[src/rtl/bridge_pkg.sv]
`timescale 1ns/1ps
package bridge_pkg;

    localparam int SEL_W = 2;
    localparam int CNT_W = 3;
    localparam int OP_W  = 3;

    typedef enum logic [OP_W-1:0] {
        OP_RD  = 3'd0,
        OP_WR  = 3'd1,
        OP_AND = 3'd2,
        OP_OR  = 3'd3,
        OP_XOR = 3'd4
    } op_e;

    typedef enum logic {
        HZ_IDLE = 1'b0,
        HZ_HOLD = 1'b1
    } hz_state_e;

    function automatic logic [CNT_W-1:0] sel_to_m1(input logic [SEL_W-1:0] s);
        logic [CNT_W-1:0] r;
        unique case (s)
            2'd0:    r = 3'd0;
            2'd1:    r = 3'd1;
            2'd2:    r = 3'd3;
            default: r = 3'd7;
        endcase
        return r;
    endfunction

endpackage

[src/rtl/bridge_clkdiv.sv]
`timescale 1ns/1ps
module bridge_clkdiv
    import bridge_pkg::*;
(
    input  logic             clk,
    input  logic             rst_n,
    input  logic [SEL_W-1:0] div_sel,
    output logic [CNT_W-1:0] ratio_m1,
    output logic             ce
);

    logic [SEL_W-1:0] sel_q;
    logic [CNT_W-1:0] ce_cnt;

    assign ratio_m1 = sel_to_m1(sel_q);
    assign ce       = (ce_cnt == '0);

    always_ff @(posedge clk or negedge rst_n) begin
        if (!rst_n) begin
            sel_q  <= '0;
            ce_cnt <= '0;
        end else begin
            sel_q <= div_sel;
            if (div_sel != sel_q)
                ce_cnt <= '0;
            else if (ce_cnt >= ratio_m1)
                ce_cnt <= '0;
            else
                ce_cnt <= ce_cnt + 1'b1;
        end
    end


    ce_restart_chk: assert property (@(posedge clk) disable iff (!rst_n)
        (sel_q != $past(sel_q)) |-> ce);


    ce_unity_chk: assert property (@(posedge clk) disable iff (!rst_n)
        (sel_q == '0) |-> ce);

endmodule

[src/rtl/bridge_hazard.sv]
`timescale 1ns/1ps
module bridge_hazard
    import bridge_pkg::*;
#(
    parameter int AW = 3
) (
    input  logic             clk,
    input  logic             rst_n,
    input  logic [CNT_W-1:0] ratio_m1,
    input  logic             wr_fire,
    input  logic [AW-1:0]    wr_addr,
    input  logic             rd_req,
    input  logic [AW-1:0]    rd_addr,
    output logic             stall,
    output logic             stg_commit,
    output logic             busy,
    output logic [AW-1:0]    hold_addr
);

    hz_state_e        state, state_n;
    logic [CNT_W-1:0] cnt, cnt_n;
    logic [AW-1:0]    addr_n;

    // state register process
    always_ff @(posedge clk or negedge rst_n) begin
        if (!rst_n) begin
            state     <= HZ_IDLE;
            cnt       <= '0;
            hold_addr <= '0;
        end else begin
            state     <= state_n;
            cnt       <= cnt_n;
            hold_addr <= addr_n;
        end
    end

    // next-state and output process
    always_comb begin
        state_n    = state;
        cnt_n      = cnt;
        addr_n     = hold_addr;
        stall      = 1'b0;
        stg_commit = 1'b0;
        busy       = 1'b0;
        unique case (state)
            HZ_IDLE: begin
                if (wr_fire && ratio_m1 != '0) begin
                    state_n = HZ_HOLD;   // arm
                    cnt_n   = ratio_m1;
                    addr_n  = wr_addr;
                end
            end
            HZ_HOLD: begin
                busy       = 1'b1;
                stall      = rd_req && (rd_addr == hold_addr);
                stg_commit = wr_fire || (cnt == 3'd1);
                if (wr_fire) begin
                    if (ratio_m1 != '0) begin
                        state_n = HZ_HOLD;   // reload
                        cnt_n   = ratio_m1;
                        addr_n  = wr_addr;
                    end else begin
                        state_n = HZ_IDLE;   // retire
                        cnt_n   = '0;
                    end
                end else if (cnt == 3'd1) begin
                    state_n = HZ_IDLE;       // retire
                    cnt_n   = '0;
                end else begin
                    state_n = HZ_HOLD;       // drain
                    cnt_n   = cnt - 1'b1;
                end
            end
            default: begin
                state_n = HZ_IDLE;
                cnt_n   = '0;
            end
        endcase
    end


    countdown_end_chk: assert property (@(posedge clk) disable iff (!rst_n)
        (state == HZ_HOLD && !wr_fire && cnt == 3'd1) |=> (state == HZ_IDLE));


    window_reload_chk: assert property (@(posedge clk) disable iff (!rst_n)
        (wr_fire && ratio_m1 != '0) |=>
            (state == HZ_HOLD && cnt == $past(ratio_m1) && hold_addr == $past(wr_addr)));


    unity_no_hold_chk: assert property (@(posedge clk) disable iff (!rst_n)
        (state == HZ_IDLE && wr_fire && ratio_m1 == '0) |=> (state == HZ_IDLE));

endmodule

[src/rtl/bridge_regfile.sv]
`timescale 1ns/1ps
module bridge_regfile #(
    parameter int AW = 3,
    parameter int DW = 8
) (
    input  logic          clk,
    input  logic          rst_n,
    input  logic          direct_we,
    input  logic          stg_load,
    input  logic          stg_commit,
    input  logic [AW-1:0] wr_addr,
    input  logic [DW-1:0] wr_data,
    input  logic [AW-1:0] rd_addr,
    output logic [DW-1:0] rd_data
);

    localparam int NREG = 1 << AW;

    logic [AW-1:0] stg_addr;
    logic [DW-1:0] stg_data;
    logic [DW-1:0] mem [NREG];

    always_ff @(posedge clk or negedge rst_n) begin
        if (!rst_n) begin
            stg_addr <= '0;
            stg_data <= '0;
        end else if (stg_load) begin
            stg_addr <= wr_addr;
            stg_data <= wr_data;
        end
    end

    for (genvar i = 0; i < NREG; i++) begin : g_ent
        logic [DW-1:0] q;
        always_ff @(posedge clk or negedge rst_n) begin
            if (!rst_n)
                q <= '0;
            else if (direct_we && wr_addr == AW'(i))
                q <= wr_data;
            else if (stg_commit && stg_addr == AW'(i))
                q <= stg_data;
        end
        assign mem[i] = q;
    end

    assign rd_data = mem[rd_addr];

endmodule

[src/rtl/divclk_reg_bridge.sv]
`timescale 1ns/1ps
module divclk_reg_bridge
    import bridge_pkg::*;
#(
    parameter int AW = 3,
    parameter int DW = 8
) (
    input  logic          clk,
    input  logic          rst_n,
    input  logic [1:0]    div_sel,
    input  logic          req_valid,
    input  logic [2:0]    req_op,
    input  logic [AW-1:0] req_addr,
    input  logic [DW-1:0] req_wdata,
    output logic          req_ready,
    output logic          rsp_valid,
    output logic [DW-1:0] rsp_rdata,
    output logic          periph_ce
);

    logic [CNT_W-1:0] ratio_m1;
    logic             is_wr, is_rmw, needs_read;
    logic             stall, stg_commit, busy;
    logic [AW-1:0]    hold_addr;
    logic             fire, wr_fire, rd_fire;
    logic [DW-1:0]    old_data, new_data;

    assign is_wr      = (req_op == OP_WR);
    assign is_rmw     = (req_op == OP_AND) || (req_op == OP_OR) || (req_op == OP_XOR);
    assign needs_read = !is_wr;
    assign req_ready  = !stall;
    assign fire       = req_valid && req_ready;
    assign wr_fire    = fire && (is_wr || is_rmw);
    assign rd_fire    = fire && needs_read;

    always_comb begin
        unique case (req_op)
            OP_AND:  new_data = old_data & req_wdata;
            OP_OR:   new_data = old_data | req_wdata;
            OP_XOR:  new_data = old_data ^ req_wdata;
            default: new_data = req_wdata;
        endcase
    end

    bridge_clkdiv u_div (
        .clk      (clk),
        .rst_n    (rst_n),
        .div_sel  (div_sel),
        .ratio_m1 (ratio_m1),
        .ce       (periph_ce)
    );

    bridge_hazard #(.AW(AW)) u_hz (
        .clk        (clk),
        .rst_n      (rst_n),
        .ratio_m1   (ratio_m1),
        .wr_fire    (wr_fire),
        .wr_addr    (req_addr),
        .rd_req     (req_valid && needs_read),
        .rd_addr    (req_addr),
        .stall      (stall),
        .stg_commit (stg_commit),
        .busy       (busy),
        .hold_addr  (hold_addr)
    );

    bridge_regfile #(.AW(AW), .DW(DW)) u_rf (
        .clk        (clk),
        .rst_n      (rst_n),
        .direct_we  (wr_fire && ratio_m1 == '0),
        .stg_load   (wr_fire && ratio_m1 != '0),
        .stg_commit (stg_commit),
        .wr_addr    (req_addr),
        .wr_data    (new_data),
        .rd_addr    (req_addr),
        .rd_data    (old_data)
    );

    always_ff @(posedge clk or negedge rst_n) begin
        if (!rst_n) begin
            rsp_valid <= 1'b0;
            rsp_rdata <= '0;
        end else begin
            rsp_valid <= rd_fire;
            if (rd_fire)
                rsp_rdata <= old_data;
        end
    end


    write_never_stalls_chk: assert property (@(posedge clk) disable iff (!rst_n)
        (req_valid && req_op == OP_WR) |-> req_ready);


    other_reg_free_chk: assert property (@(posedge clk) disable iff (!rst_n)
        (req_valid && busy && req_addr != hold_addr) |-> req_ready);


    match_stalls_chk: assert property (@(posedge clk) disable iff (!rst_n)
        (req_valid && busy && needs_read && req_addr == hold_addr) |-> !req_ready);

endmodule

[config.mk]
export PLATFORM = sky130hd
export DESIGN_NAME = divclk_reg_bridge
export DESIGN_NICKNAME = d
export VERILOG_FILES = /design/src/rtl/bridge_pkg.sv /design/src/rtl/bridge_clkdiv.sv /design/src/rtl/bridge_hazard.sv /design/src/rtl/bridge_regfile.sv /design/src/rtl/divclk_reg_bridge.sv
export SDC_FILE = /design/constraint.sdc
export NUM_CORES = 1
export LEC_CHECK = 0
export ABC_CLOCK_PERIOD_IN_PS = 3600
export BUFFER_PORTS_ARGS = -buffer_cell sky130_fd_sc_hd__buf_4
export CAP_MARGIN = 20
export CORE_UTILIZATION = 25
export CTS_CLUSTER_SIZE = 28
export DETAILED_ROUTE_END_ITERATION = 8
export GPL_TIMING_DRIVEN = 0
export PLACE_DENSITY = 0.46
export SKIP_CTS_REPAIR_TIMING = 1
export SLEW_MARGIN = 30
export SYNTH_ARGS = -nofsm -noshare
export SYNTH_HDL_FRONTEND = slang
export SYNTH_SLANG_ARGS = --single-unit
export TNS_END_PERCENT = 50
[constraint.sdc]
create_clock -name clk -period 3.6 [get_ports clk]
set_clock_uncertainty 0.15 [all_clocks]
set_input_delay 0.72 -clock clk [delete_from_list [all_inputs] [get_ports clk]]
set_output_delay 0.72 -clock clk [all_outputs]
set_load 0.01 [all_outputs]
==> impl_metrics.json <==
{
  "syn2layout_area_growth_pct": 14.2,
  "cts-htree-levels": 3,
  "cts.path.max_buffers": 2,
  "arrival_ns": 3.41,
  "routabilityCongestion": 0.824,
  "worstHoldPathType": "input port to asynchronous set/reset pin",
  "grt_max_degree": 97,
  "die_h_um": 163,
  "fin_nets": 742,
  "synth_xor_xnor_area_share_pct": 1.30,
  "postRouteAntennaNets": 0,
  "max_freq_mhz": 300,
  "grt_pass1_wl_mm": 32.1,
  "cts_tree": "done",
  "synth-seq-cells": 96,
  "floorplan.initialDensity_pct": 25.6,
  "post-route-period-util_pct": 92.7,
  "drt_iter0_markers": 364,
  "ir_worst_vdd_mv": 0.259,
  "cts_buffers": 9,
  "synth_fa_ha_area_share_pct": 4.45,
  "vias": 5259,
  "cts_sinks": 96,
  "avgRoutedWirePerCell_um": 19.5,
  "synth.yosys.warnings": 0,
  "dr.pass1.iters": 5,
  "rows": 58,
  "synth_cell_types": 56,
  "synth-compound-area-share_pct": 21.0,
  "hold_viol_final": 0,
  "maxSlewHeadroom_pct": 41.4,
  "drc": 0,
  "worstSkewPairLatency_ns": 0.36,
  "overflow": 0,
  "track_usage_pct": 16.0,
  "diodes": 0,
  "ios": 30,
  "synth-simple-area-share_pct": 17.9,
  "worstPathRequired_ns": 3.68,
  "portBuffers": 25,
  "antenna_found_initial": 0,
  "netlist_instances": 664,
  "rsz0062_at_grt": "false",
  "layoutNonFillerInstCount": 1035,
  "outcome": "finished, final reports clean",
  "synth_top_area_share_pct": 37.1,
  "tightest_slew_ns": 0.873,
  "power_density_nw_per_um2": 628,
  "dieArea_um2": 26500,
  "synthArstFlopShare_pct": 100,
  "root_buffer": "clkbuf_16",
  "drive_above_1_share_pct": 18.6,
  "r2r_cells": 8,
  "crit_path_start_kind": "input port",
  "synth_flop_cell": "dfrtp_1",
  "dp_cells": 1019,
  "core-area_um2": 25300,
  "layout_min_cycle_time_ns": 3.34,
  "routed_wl_mm": 20.2,
  "synthMuxAreaShare_pct": 12.0,
  "grt_pass1_vias": 5557,
  "dpl_worst_slack_ns": -0.289,
  "end_kind": "flop",
  "maxCapViolCount": 0,
  "synth.top_cells.by_area": "dfrtp_1, a22oi_1, mux4_2",
  "crit_fanout": 10,
  "final.setup.tns_ns": 0,
  "clk_pin_slew_ns": 0.07,
  "place_hpwl_mm": 15.4,
  "syn_area_um2": 6470,
  "synth-edff-count": 0,
  "ys_seq_area_share_pct": 37.1,
  "syn_area_per_cell_um2": 9.74,
  "synth_top_area_cell": "dfrtp_1",
  "die_w_um": 163,
  "setup_slack_ns": 0.263,
  "final-setup-viol-count": 0,
  "syn_nets": 706,
  "crit_type": "input port to flop",
  "power_leakage_nw": 3.00,
  "r2r_slack_ns": 0.83,
  "slew_violations": 0,
  "synth_top_family_by_area": "compound AO/OA/AOI/OAI gates",
  "vias_per_cell": 5.08
}
-- synthesized netlist by cell type, types with 8 or more instances --
cell type,count
ha_1,23
buf_6,9
nand2_1,28
nor2_1,63
a21oi_1,16
mux2i_1,20
nand2b_1,38
dfrtp_1,96
buf_4,8
mux4_2,16
mux2_2,17
nand3b_1,19
clkbuf_1,21
nor2b_1,13
nor3_1,17
inv_1,23
o21ai_0,51
buf_2,15
a22oi_1,48
a31oi_1,48
-- path summary, 6_finish.rpt --
check                                   startpoint            endpoint
worst min register to register     u_div.ce_cnt[0]     u_div.ce_cnt[0]
min in group clk                   u_div.ce_cnt[0]     u_div.ce_cnt[0]
worst max register to register  u_rf.g_ent[6].q[3]  u_rf.g_ent[4].q[3]
worst min-delay path                         rst_n         u_hz.cnt[0]
worst max-delay path                   req_addr[0]  u_rf.g_ent[5].q[1]
max in group asynchronous                    rst_n  u_rf.g_ent[0].q[3]
-- registers in the layout, indices dropped and copies added, names as in the netlist --
signal          count
rsp_rdata           8
u_div.sel_q         2
u_hz.cnt            3
u_hz.state          1
u_hz.hold_addr      3
u_rf.g_ent.q       64
rsp_valid           1
u_rf.stg_data       8
u_div.ce_cnt        3
u_rf.stg_addr       3
-- worst max-delay path: stages --
cell      delay, ns
buf_6          0.16
clkbuf_4       0.35
mux4_2         0.60
mux2_2         0.32
inv_1          0.08
ha_1           0.14
nor2b_1        0.04
o311ai_0       0.42
o21a_1         0.41
a22oi_1        0.16
-- per-stage QoR --
step / cell area, um2 / utilization (%) / hold WS [ns] / total power, W
global route: 7390 / 29.3 / 0.325 / 0.00496
detailed placement: 7070 / 28.0 / 0.317 / 0.00361
finish: 7390 / 29.3 / 0.302 / 0.00464
global placement: 7070 / 28.0 / 0.303 / 0.00359
CTS: 7380 / 29.2 / 0.323 / 0.00465
floorplan: 6470 / - / 0.274 / 0.00303
-- logic make-up (layout without fill, tap and decap cells) --
| logic type | after synthesis | after routing |
|---|---|---|
| simple gates | 207 | 207 |
| compound gates | 199 | 199 |
| flops | 96 | 96 |
| buf+inv | 77 | 118 |
| mux | 55 | 55 |
| fa+ha+maj | 23 | 23 |
| xor+xnor | 7 | 7 |
-- report_power, final --
part           internal, W  leakage (nW)  total [W]  switching [W]
logic             0.000804          1.65    0.00185        0.00105
registers          0.00151          1.20    0.00175       0.000241
clock network     0.000578         0.141    0.00103       0.000456
-- cell type report --
type,instances,area [um2]
Tap cell,330,413
Fill cell,2715,17900
Buffer,53,319
Multi-Input combinational cell,491,3660
Clock buffer,12,256
Sequential cell,96,2400
Clock inverter,4,52.6
Timing Repair Buffer,25,194
Inverter,24,90.1
-- metal layers --
layer	vias up	GRT usage [%]	routed length [um]
met5	-	0	0
met4	0	6.29	447
met3	25	1.86	536
met2	103	26.2	9490
met1	2613	21.6	9680
li1	2518	-	-
-- cells in the final DEF (no fill, tap or decap), drive strengths merged, types with 5 or more instances in the layout --
master	count
nand2b	39
dfrtp	96
o21ai	56
nand2	28
clkbuf	35
a211oi	5
o21a	5
mux2i	20
ha	23
nor2b	14
nor3	18
o211ai	8
o31a	5
mux2	19
mux4	16
a21oi	16
xnor2	5
and2	5
a22oi	48
nor2	65
buf	55
inv	24
a31oi	48
nand3b	19
Power figures use the tool's default switching activity.
